### config.mk
export PLATFORM = sky130hd
export DESIGN_NAME = ext_irq_unit
export DESIGN_NICKNAME = d
export VERILOG_FILES = /design/src/rtl/irq_pkg.sv /design/src/rtl/irq_sync.sv /design/src/rtl/irq_glitch_filter.sv /design/src/rtl/irq_trigger.sv /design/src/rtl/ext_irq_unit.sv
export SDC_FILE = /design/constraint.sdc
export NUM_CORES = 1
export LEC_CHECK = 0
export BUFFER_PORTS_ARGS = -buffer_cell sky130_fd_sc_hd__buf_2
export CAP_MARGIN = 5
export CORE_ASPECT_RATIO = 0.75
export CORE_MARGIN = 1
export CORE_UTILIZATION = 43
export DETAILED_ROUTE_END_ITERATION = 8
export GPL_ROUTABILITY_DRIVEN = 0
export PLACE_DENSITY = 0.71
export SETUP_SLACK_MARGIN = 0.1
export SLEW_MARGIN = 10
export SYNTH_ARGS = -nofsm -noshare
export SYNTH_HDL_FRONTEND = slang
export SYNTH_SLANG_ARGS = --single-unit
### constraint.sdc
create_clock -name clk -period 4.56 [get_ports clk]
set_clock_uncertainty 0.15 [all_clocks]
set_input_delay 1.368 -clock clk [delete_from_list [all_inputs] [get_ports clk]]
set_output_delay 1.368 -clock clk [all_outputs]
set_load 0.05 [all_outputs]
### src/rtl/irq_pkg.sv
package irq_pkg;
  localparam logic [1:0] TRIG_RISE = 2'b00;
  localparam logic [1:0] TRIG_FALL = 2'b01;
  localparam logic [1:0] RATE_ALL  = 2'b00;
  localparam logic [1:0] RATE_MID  = 2'b01;
endpackage

### src/rtl/irq_sync.sv
module irq_sync #(
  parameter int W = 4
) (
  input  logic         clk,
  input  logic         rst,
  input  logic [W-1:0] d_i,
  output logic [W-1:0] q_o
);
  logic [W-1:0] meta_q;

  always_ff @(posedge clk) begin
    if (rst) begin
      meta_q <= '0;
      q_o    <= '0;
    end else begin
      meta_q <= d_i;
      q_o    <= meta_q;
    end
  end
endmodule

### src/rtl/irq_glitch_filter.sv
module irq_glitch_filter
  import irq_pkg::*;
#(
  parameter int DIV_MID  = 16,
  parameter int DIV_SLOW = 64
) (
  input  logic       clk,
  input  logic       rst,
  input  logic [1:0] rate_i,
  input  logic       d_i,
  output logic       q_o
);
  localparam int CW = $clog2(DIV_SLOW);
  localparam int MW = $clog2(DIV_MID);

  logic [CW-1:0] div_q;
  logic          smp_q;
  logic          tick;

  always_comb begin
    case (rate_i)
      RATE_ALL: tick = 1'b1;
      RATE_MID: tick = (div_q[MW-1:0] == '0);
      default:  tick = (div_q == '0);
    endcase
  end

  always_ff @(posedge clk) begin
    if (rst) begin
      div_q <= '0;
      smp_q <= 1'b0;
      q_o   <= 1'b0;
    end else begin
      div_q <= div_q + 1'b1;
      if (tick) begin
        smp_q <= d_i;
        if (d_i == smp_q) q_o <= d_i;
      end
    end
  end

  // output only moves to a level that the latest sample also holds
  p_filter_two_equal_r8: assert property (@(posedge clk) disable iff (rst)
    (q_o != $past(q_o)) |-> (smp_q == q_o));
endmodule

### src/rtl/irq_trigger.sv
module irq_trigger
  import irq_pkg::*;
#(
  parameter bit LEVEL_OK = 1'b1
) (
  input  logic       clk,
  input  logic       rst,
  input  logic       lvl_i,
  input  logic [1:0] mode_i,
  input  logic       en_i,
  input  logic       clr_i,
  output logic       evt_o,
  output logic       pend_d_o,
  output logic       pend_o
);
  logic prev_q;
  logic rise, fall, is_level, active;

  assign rise = lvl_i & ~prev_q;
  assign fall = ~lvl_i & prev_q;

  always_comb begin
    evt_o    = 1'b0;
    is_level = 1'b0;
    active   = 1'b0;
    case (mode_i)
      TRIG_RISE: evt_o = rise;
      TRIG_FALL: evt_o = fall;
      default: begin
        if (LEVEL_OK) begin
          is_level = 1'b1;
          active   = mode_i[0] ? ~lvl_i : lvl_i;
        end else begin
          evt_o = rise | fall;
        end
      end
    endcase
    if (is_level) pend_d_o = en_i & active;
    else          pend_d_o = (evt_o & en_i) | (pend_o & ~clr_i);
  end

  always_ff @(posedge clk) begin
    if (rst) begin
      prev_q <= 1'b0;
      pend_o <= 1'b0;
    end else begin
      prev_q <= lvl_i;
      pend_o <= pend_d_o;
    end
  end

  // edge flag survives until a clear
  p_edge_hold_r4: assert property (@(posedge clk) disable iff (rst)
    (!is_level && pend_o && !clr_i) |=> pend_o);
  // disabled level input never pending
  p_level_off_r5: assert property (@(posedge clk) disable iff (rst)
    (is_level && !en_i) |=> !pend_o);
  // disabled edge input cannot raise its flag
  p_disabled_no_set_r6: assert property (@(posedge clk) disable iff (rst)
    (!is_level && !en_i && !pend_o) |=> !pend_o);
endmodule

### src/rtl/ext_irq_unit.sv
module ext_irq_unit #(
  parameter int             NUM_IRQ   = 4,
  parameter int             NUM_LEVEL = 2,
  parameter int             TMR_SRC   = 2,
  parameter int             VW        = 8,
  parameter logic [VW-1:0]  VEC_BASE  = 8'h03,
  parameter logic [VW-1:0]  VEC_STEP  = 8'h08,
  parameter int             DIV_MID   = 16,
  parameter int             DIV_SLOW  = 64
) (
  input  logic                   clk,
  input  logic                   rst,
  input  logic [NUM_IRQ-1:0]     pin_i,
  input  logic [2*NUM_IRQ-1:0]   mode_i,
  input  logic [1:0]             rate_i,
  input  logic [NUM_IRQ-1:0]     en_i,
  input  logic [NUM_IRQ-1:0]     clr_i,
  input  logic                   tmr_sel_i,
  output logic [NUM_IRQ-1:0]     pend_o,
  output logic                   irq_o,
  output logic [VW-1:0]          vec_o,
  output logic                   tmr_evt_o
);
  localparam int FILT_IDX = NUM_IRQ - 1;

  logic [NUM_IRQ-1:0] sync_q, lvl, evt, pend_d, tmr_mask;
  logic               filt_q;
  logic [VW-1:0]      vec_d;

  irq_sync #(.W(NUM_IRQ)) u_sync (
    .clk(clk), .rst(rst), .d_i(pin_i), .q_o(sync_q)
  );

  irq_glitch_filter #(.DIV_MID(DIV_MID), .DIV_SLOW(DIV_SLOW)) u_filt (
    .clk(clk), .rst(rst), .rate_i(rate_i), .d_i(sync_q[FILT_IDX]), .q_o(filt_q)
  );

  for (genvar i = 0; i < NUM_IRQ; i++) begin : g_ch
    if (i == FILT_IDX) begin : g_filt
      assign lvl[i] = filt_q;
    end else begin : g_raw
      assign lvl[i] = sync_q[i];
    end
    irq_trigger #(.LEVEL_OK(i < NUM_LEVEL)) u_trig (
      .clk(clk), .rst(rst), .lvl_i(lvl[i]), .mode_i(mode_i[2*i +: 2]),
      .en_i(en_i[i]), .clr_i(clr_i[i]), .evt_o(evt[i]),
      .pend_d_o(pend_d[i]), .pend_o(pend_o[i])
    );
  end

  always_comb begin
    vec_d = '0;
    for (int i = NUM_IRQ - 1; i >= 0; i--) begin
      if (pend_d[i]) vec_d = VEC_BASE + VEC_STEP * VW'(i);
    end
    tmr_mask = '0;
    if (tmr_sel_i) tmr_mask[FILT_IDX] = 1'b1;
    else           tmr_mask[TMR_SRC]  = 1'b1;
  end

  always_ff @(posedge clk) begin
    if (rst) begin
      vec_o     <= '0;
      irq_o     <= 1'b0;
      tmr_evt_o <= 1'b0;
    end else begin
      vec_o     <= vec_d;
      irq_o     <= |pend_d;
      tmr_evt_o <= |(evt & tmr_mask);
    end
  end

  // nothing pending means a zero vector
  p_vec_idle_r7: assert property (@(posedge clk) disable iff (rst)
    !irq_o |-> (vec_o == '0));
  // input 0 always wins
  p_vec_top_r7: assert property (@(posedge clk) disable iff (rst)
    pend_o[0] |-> (vec_o == VEC_BASE));
  // any flag raises the request
  p_irq_any_r7: assert property (@(posedge clk) disable iff (rst)
    (|pend_o) |-> irq_o);
endmodule

==> impl_metrics.yaml, run 1 <==
clock_tree:
  cts.repair.resized: 0
  cts_root_buffer: "clkbuf_8"
  clock_latency_ps: 270
  cts_max_level: 2
  clk_pin_slew_worst_paths_ps: 60
  holdBufCountCts: 0
  cts_buffers: 5
  clockBufferDepth: 2
  cts_tree: "yes"
  post_cts_buffers: 0
  cts.sinks: 29
pwr:
  power_density_mw_per_mm2: 359
  p_leak_nw: 0.666
  ir_drop_mv: 0.194
yosys:
  synth_cells: 128
  synth_cell_types: 33
  avgSynthCellArea_sq_um: 9.96
  yosysSeqAreaShare_pct: 45.5
  synth-edff-count: 0
  synth.area.top_cells: "dfxtp_1 (46%), nor2b_1 (6.4%), ha_1 (5.9%)"
  ys_ff_latch: 29
  synth_area_leader_cell: "dfxtp_1"
  async_flop_share_pct: 0
  synth_flop_cell: "dfxtp_1"
  yosys.cell_count.top_type: "dfxtp_1"
  yosys.area.top_type_share_pct: 45.5
  yosysWarnings: 0
  synth_area_sq_mm: 0.00127
  synthTopCellsByCount: "dfxtp_1 (29), nor2b_1 (13), nor2_1 (12)"
die:
  boundaryPins: 39
  fp.coreArea_sq_mm: 0.00270
  dieArea_sq_mm: 0.00319
  die_x_um: 64.9
  rows: 16
  die_h_um: 49.2
  start_util_pct: 47.2
routing:
  vias_per_cell: 4.68
  firstDrtPassIters: 4
  wl_per_cell_um: 10.2
  drtAntennaViolNets: 0
  num_vias: 922
  drc: 0
  drt-total-wl_um: 2000
  drt_first_iter_violations: 33
critical_path:
  path_buf_inv: 1
  arrival_ps: 2480
  critPathMaxStageDelay_ps: 510
  crit_fanout: 3
  cp-end-kind: "flip-flop"
  path_delay_family: "compound AO/OA/AOI/OAI gates"
  required_ps: 4620
  start_kind: "primary input"
  crit_chain: "buf_2 -> mux2i_1 -> o311ai_0 -> nor2_1 -> nor3b_2"
  slowest_stage: "o311ai_0"
  worstSetupPathType: "in2reg"
timing:
  min_period_ps: 2420
  slew_headroom_pct: 59.6
  max_freq_ghz: 0.413
  rsz0062_at_grt: "no"
  setup-tns-final_ps: 0
  slew_violations: 0
  fin_crit_sh_pct: 53.1
  setup_viol: 0
  worst_pin_slew_ps: 598
  timing.final.ws_setup_ps: 2140
  hold_violations: 0
global_route:
  grt_usage_pct: 14.3
  grt_pass1_wl_um: 3350
  grt-ovfl-total: 0
  grt_start_max_net_pins: 29
  antenna_found_initial: 0
  grt_pass1_vias: 846
placed_design:
  hpwlAfterDp_um: 1540
  portBuffers: 34
  place_ws_ps: 1860
run_status:
  status: "complete, no violations"
cells_and_area:
  nFillCells: 253
  syn2layout_area_growth_pct: 18.1
  diodes: 0
  nNetsFinal: 191
  final_util_pct: 55.7
  layout-drive-gt1-share_pct: 29.8
  multi_input_area_sq_um: 597
  regArea_sq_um: 581
flow_run:
  drv_cap: 0
min_path:
  hp-class: "reg2reg"
path summary, 6_finish.rpt:
path	from	to	slack, ps	cells after the start
worst min-delay path	u_sync.meta_q[3]$_SDFF_PP0_	u_sync.q_o[3]$_SDFF_PP0_	280	1
worst max-delay path	mode_i[6]	vec_o[4]$_SDFF_PP0_	2140	5
worst max register to register	u_filt.q_o$_SDFFE_PP0P_	vec_o[4]$_SDFF_PP0_	2840	6
worst min register to register	u_sync.meta_q[3]$_SDFF_PP0_	u_sync.q_o[3]$_SDFF_PP0_	280	1
flip-flops by register name (all words and copies together) (netlist names):
signal	flops
u_filt.div_q	6
g_ch.u_trig.pend_o	4
g_ch.u_trig.prev_q	4
u_sync.meta_q	4
u_sync.q_o	4
vec_o	3
irq_o	1
tmr_evt_o	1
u_filt.q_o	1
u_filt.smp_q	1
per-layer routing:
metal / GRT usage [%] / vias up / part of all wire [%]
met5: 0 / - / 0
met4: 8.52 / 0 / 1.8
met3: 5.84 / 5 / 7.2
met2: 24.3 / 33 / 46
met1: 14.7 / 407 / 45
li1: - / 477 / -
cell families (layout without fill, tap and decap cells):
family	after synthesis	in the layout	share of synthesized area [%]
AOI/OAI and AO/OA	16	16	10.7
xor gates and xnor gates	6	6	4.12
adders and majority gates	6	6	5.89
buffers and inverters	20	50	8.54
DFF	29	29	45.5
muxes	5	5	3.93
other	1	4	0.294
and+or+nand+nor	45	45	21.0
final cells by class:
cell class,count,share of cell area [%]
multi-input combinational,82,39.7
clock buffer,6,4.82
sequential,29,38.6
tap,36,2.99
clock inverter,2,0.665
inverter,8,2.00
timing repair buffer,34,11.3
cells in the final DEF (no fill, tap or decap), drive strengths merged, types with 2 or more instances in the layout:
cell	count
o311ai	2
a21oi	3
nand2	2
a31oi	3
ha	6
xor2	4
o21ai	3
inv	8
nor2	12
buf	34
clkbuf	6
or3b	3
xnor2	2
nand2b	3
nand3	3
conb	4
nand3b	2
nor3b	4
dfxtp	29
clkinv	2
nor2b	13
mux2i	5
metrics by stage:
step	instances	cell area [sq um]	hold WS (ps)	total power, mW
after floorplan	131	1290	260	0.335
after global placement	189	1420	274	0.349
after detailed placement	189	1420	270	0.351
after CTS	197	1510	285	0.548
after global routing	197	1510	304	0.568
final	197	1510	282	0.540
power by group:
group          internal, mW  switching [mW]
clock network         0.105          0.0898
registers             0.264         0.00490
logic                0.0280          0.0480
Note: power is estimated with default switching activity, not from simulation.
==> inputs of run 2 (changes only) <==
==> constraint.sdc (replaced) <==
create_clock -name clk -period 2.3 [get_ports clk]
set_clock_uncertainty 0.15 [all_clocks]
set_input_delay 0.69 -clock clk [delete_from_list [all_inputs] [get_ports clk]]
set_output_delay 0.69 -clock clk [all_outputs]
set_load 0.05 [all_outputs]
==> impl_metrics.yaml, run 2 (synthesis results as in run 1) <==
clock_tree:
  clk_pin_slew_worst_paths_ps: 60
  cts_buffers: 5
  clockBufferDepth: 2
  cts.sinks: 29
  cts.repair.resized: 0
  post_cts_buffers: 0
  cts_max_level: 2
  cts_tree: "yes"
  clock_latency_ps: 270
  cts_root_buffer: "clkbuf_8"
  holdBufCountCts: 0
cells_and_area:
  top_register: "u_filt.div_q"
  largest_reg_flops: 6
  syn2layout_area_growth_pct: 21.3
  nNetsFinal: 192
  most-common-layout-cells: "buf_2 (34), dfxtp_1 (29), nor2b_1 (13)"
  layout-drive-gt1-share_pct: 30.2
  fin_cells: 198
  diodes: 0
  final_util_pct: 57.2
  nFillCells: 253
  final_common_cell: "buf_2"
pwr:
  ir_drop_mv: 0.414
  p_leak_nw: 0.684
  power_density_mw_per_mm2: 787
placed_design:
  hpwlAfterDp_um: 1610
  portBuffers: 34
  place_ws_ps: 256
  placed_cells: 190
die:
  start_util_pct: 47.2
  boundaryPins: 39
  die_h_um: 49.2
  fp.coreArea_sq_mm: 0.00270
  rows: 16
  die_x_um: 64.9
  dieArea_sq_mm: 0.00319
timing:
  rsz0062_at_grt: "no"
  fin_crit_sh_pct: 76.8
  setup-tns-final_ps: 0
  timing.final.ws_setup_ps: 535
  hold_violations: 0
  min_period_ps: 1770
  max_freq_ghz: 0.566
  worst_pin_slew_ps: 564
  slew_headroom_pct: 61.9
  setup_viol: 0
  slew_violations: 0
flow_run:
  drv_cap: 0
critical_path:
  crit_fanout: 3
  arrival_ps: 1810
  cp-end-kind: "flip-flop"
  slowest_stage: "o311ai_0"
  required_ps: 2350
  crit_chain: "buf_2 -> mux2i_1 -> o311ai_0 -> nor2_1 -> nor3b_2"
  worstSetupPathType: "in2reg"
  critPathMaxStageDelay_ps: 500
  start_kind: "primary input"
routing:
  drtAntennaViolNets: 0
  vias_per_cell: 4.71
  drt-total-wl_um: 2120
  num_vias: 932
  drc: 0
  drt_first_iter_violations: 18
  wl_per_cell_um: 10.7
  firstDrtPassIters: 4
global_route:
  grt_pass1_wl_um: 3540
  antenna_found_initial: 0
  grt_pass1_vias: 880
  grt_usage_pct: 14.6
  grt_start_max_net_pins: 21
  grt-ovfl-total: 0
run_status:
  status: "complete, no violations"
min_path:
  hp-class: "reg2reg"
## run 2: cell count changes in the layout (fill, tap and decap cells not counted)
cell / delta
bufinv_16: +1
clkbuf_8: +1
clkinv_2: -2
buf_4: +1
## run 2: area by class of cell
class	count	area [sq um]	area share [%]
inverters	8	30.0	1.94
flip-flops and latches	29	581	37.5
clock buffers	7	86.3	5.58
well taps	36	45.0	2.91
clock inverters	1	30.0	1.94
multi-input cells	82	597	38.6
repair buffers	35	178	11.5
## run 2: per-layer routing
layer,GRT usage [%],part of all wire [%],wire [um],vias to the layer above
met5,0,0,0,-
met4,4.44,0.61,13,0
met3,5.84,8.0,169,2
met2,25.2,47,989,34
met1,16.3,45,942,415
li1,-,-,-,481
## run 2: worst max-delay path: cells and delay by family
kind	cells	cell delay, ps
AND/OR/NAND/NOR	2	380
AO/OA/AOI/OAI	1	500
multiplexers	1	130
buffers and inverters	1	100
## run 2: through the flow
stage / total power [mW] / instance area (sq um) / hold WS (ps)
3_3_place_gp: 0.692 / 1430 / 273
6_report: 1.22 / 1550 / 284
2_1_floorplan: 0.663 / 1290 / 260
4_1_cts: 1.23 / 1550 / 285
3_5_place_dp: 0.698 / 1430 / 270
5_1_grt: 1.27 / 1550 / 305
## run 2: final timing paths
kind	startpoint	end	slack, ps	depth (start not counted)
hold / removal	u_sync.meta_q[2]$_SDFF_PP0_	u_sync.q_o[2]$_SDFF_PP0_	280	1
setup reg to reg	u_filt.q_o$_SDFFE_PP0P_	vec_o[4]$_SDFF_PP0_	550	6
hold reg to reg	u_sync.meta_q[2]$_SDFF_PP0_	u_sync.q_o[2]$_SDFF_PP0_	280	1
setup / recovery	mode_i[6]	vec_o[4]$_SDFF_PP0_	530	5
## run 2: power by group
group          internal [mW]  switching [mW]
sequential             0.523         0.00977
combinational         0.0565          0.0973
clock                  0.352           0.177
==> inputs of run 3 (changes only) <==
--- a/config.mk
+++ b/config.mk
@@ -5,6 +5,7 @@
 export SDC_FILE = /design/constraint.sdc
 export NUM_CORES = 1
 export LEC_CHECK = 0
+export ABC_AREA = 1
 export BUFFER_PORTS_ARGS = -buffer_cell sky130_fd_sc_hd__buf_2
 export CAP_MARGIN = 5
 export CORE_ASPECT_RATIO = 0.75
==> constraint.sdc (replaced) <==
create_clock -name clk -period 1.75 [get_ports clk]
set_clock_uncertainty 0.15 [all_clocks]
set_input_delay 0.525 -clock clk [delete_from_list [all_inputs] [get_ports clk]]
set_output_delay 0.525 -clock clk [all_outputs]
set_load 0.05 [all_outputs]
==> impl_metrics.yaml, run 3 <==
clock_tree:
  post_cts_buffers: 0
  clockBufferDepth: 2
  cts_tree: "yes"
  clk_pin_slew_worst_paths_ps: 60
  cts_max_level: 2
  cts_buffers: 5
  cts_root_buffer: "clkbuf_8"
  cts.repair.resized: 0
  holdBufCountCts: 0
  clock_latency_ps: 280
  cts.sinks: 29
routing:
  wl_per_cell_um: 8.24
  drtAntennaViolNets: 0
  drc: 0
  firstDrtPassIters: 4
  drt_first_iter_violations: 19
  num_vias: 1065
  drt-total-wl_um: 2030
  vias_per_cell: 4.33
timing:
  timing.final.ws_setup_ps: 204
  hold_slack_ps: 251
  max_freq_ghz: 0.647
  setup_viol: 0
  fin_crit_sh_pct: 88.3
  slew_violations: 0
  rsz0062_at_grt: "no"
  hold_violations: 0
  setup-tns-final_ps: 0
  min_period_ps: 1550
yosys:
  ys_ff_latch: 29
  synth_cells: 175
  synthTopCellsByCount: "nand2_1 (37), inv_1 (35), dfxtp_1 (29)"
  synthAdderAreaFrac_pct: 5.77
  yosysWarnings: 0
  synth_cell_types: 24
  synth_simple_gate_area_share_pct: 23.5
  synth_top_family_by_area: "simple AND/OR/NAND/NOR gates"
  avgSynthCellArea_sq_um: 7.43
  synth-edff-count: 0
  yosysSeqAreaShare_pct: 44.7
  synth_compound_area_share_pct: 8.18
  synth_mux_area_share_pct: 0
  yosys.cell_count.top_type: "nand2_1"
  synth.area.top_cells: "dfxtp_1 (45%), nand2_1 (11%), inv_1 (10%)"
  synth_flop_cell: "dfxtp_1"
  async_flop_share_pct: 0
  synth_area_sq_mm: 0.00130
  yosys.area.top_type_share_pct: 44.7
  synth_xor_area_share_pct: 1.35
  synth_area_leader_cell: "dfxtp_1"
die:
  fp.coreArea_sq_mm: 0.00274
  die_h_um: 49.6
  die_x_um: 65.5
  rows: 16
  boundaryPins: 39
  dieArea_sq_mm: 0.00325
  start_util_pct: 47.4
critical_path:
  r2r_slack_ps: 290
  rr_worst_depth: 8
  slowest_stage: "dfxtp_1"
  arrival_ps: 870
  start_kind: "flip-flop"
  regToRegStartpoint: "u_filt.q_o$_SDFFE_PP0P_"
  path_buf_inv: 1
  worstSetupPathType: "reg2out"
  crit_fanout: 2
  crit_chain: "buf_2"
  critPathMaxStageDelay_ps: 330
  cp-end-kind: "output pin"
  required_ps: 1070
  path_delay_family: "flip-flops"
  reg2reg_to: "vec_o[0]$_SDFF_PP0_"
pwr:
  ir_drop_mv: 1.01
  p_seq_share_pct: 40.2
  power_density_mw_per_mm2: 1110
  switchingPower_uw: 434
  p_comb_share_pct: 13.7
  sw_frac_of_total_pct: 24.6
  internal_power_mw: 1.33
  p_leak_nw: 0.836
  p_clk_share_pct: 46.1
  power.total_mw: 1.77
run_status:
  status: "complete, no violations"
cells_and_area:
  syn2layout_area_growth_pct: 22.4
  most-common-layout-cells: "nand2_1 (37), inv_1 (35), buf_2 (34)"
  final_common_cell: "nand2_1"
  fin_cells: 246
  largest_reg_flops: 6
  diodes: 0
  final_util_pct: 58.0
  layout-drive-gt1-share_pct: 24.8
  final_cell_area_sq_mm: 0.00159
  nNetsFinal: 240
  top_register: "u_filt.div_q"
placed_design:
  place_area_sq_mm: 0.00146
  hpwlAfterDp_um: 1540
  place_ws_ps: 244
  portBuffers: 34
  placed_cells: 238
global_route:
  grt_pass1_vias: 902
  grt_usage_pct: 15.2
  grt_pass1_wl_um: 3530
  grt_start_max_net_pins: 20
  grt-ovfl-total: 0
  antenna_found_initial: 0
min_path:
  hp-start: "u_sync.meta_q[1]$_SDFF_PP0_"
  hold_end: "u_sync.q_o[1]$_SDFF_PP0_"
  hold_path_depth: 2
  hp-class: "reg2reg"
flow_run:
  drv_cap: 0
==> run 3: cell types whose count changed after synthesis, moves of 3 or more <==
cell | before | now
nand2_1 | 2 | 37
inv_1 | 8 | 35
nor2b_1 | 13 | 0
a21oi_1 | 2 | 10
nand3_1 | 3 | 10
nor2_1 | 12 | 19
mux2i_1 | 5 | 0
xor2_1 | 4 | 0
a31oi_1 | 3 | 0
clkbuf_1 | 3 | 0
nand2b_1 | 3 | 0
nor3b_1 | 3 | 0
==> run 3: metal layers <==
metal	vias to the layer above	GRT usage (%)	wire length, um
met5	-	0	0
met4	0	8.70	51
met3	4	9.03	174
met2	35	19.8	761
met1	445	19.0	1040
li1	581	-	-
==> run 3: kinds of logic after synthesis <==
family                   count (synthesis)
AO/OA/AOI/OAI                           18
XOR/XNOR                                 2
buffers and inverters                   47
adder cells (fa/ha/maj)                  6
other                                    1
AND/OR/NAND/NOR                         72
flip-flops                              29
==> run 3: layout make-up <==
| cell class | instances | area, sq um |
|---|---|---|
| clock buffers | 5 | 68.8 |
| clock inverters | 3 | 65.1 |
| fillers | 271 | 1150 |
| inverters | 36 | 135 |
| multi-input cells | 102 | 519 |
| flip-flops and latches | 29 | 581 |
| well taps | 36 | 45.0 |
| repair buffers | 35 | 178 |
==> run 3: power groups by stage <==
stage	logic (mW)	clock network (mW)	registers (mW)
finish	0.241	0.815	0.710
global route	0.267	0.873	0.714
CTS	0.244	0.844	0.710
detailed placement	0.243	0	0.724
global placement	0.240	0	0.725
floorplan	0.158	0	0.761
==> run 3: worst max-delay path by stage <==
stage / from / to / slack (ps) / cells past startpoint
after global placement: mode_i[6] / irq_o$_SDFF_PP0_ / 280 / 7
after floorplan: vec_o[0]$_SDFF_PP0_ / vec_o[1] / 180 / 1
after global routing: g_ch[0].u_trig.pend_o$_SDFF_PP0_ / pend_o[0] / 150 / 1
after CTS: g_ch[1].u_trig.pend_o$_SDFF_PP0_ / pend_o[1] / 180 / 1
final: g_ch[1].u_trig.pend_o$_SDFF_PP0_ / pend_o[1] / 200 / 1
after detailed placement: mode_i[6] / irq_o$_SDFF_PP0_ / 240 / 7
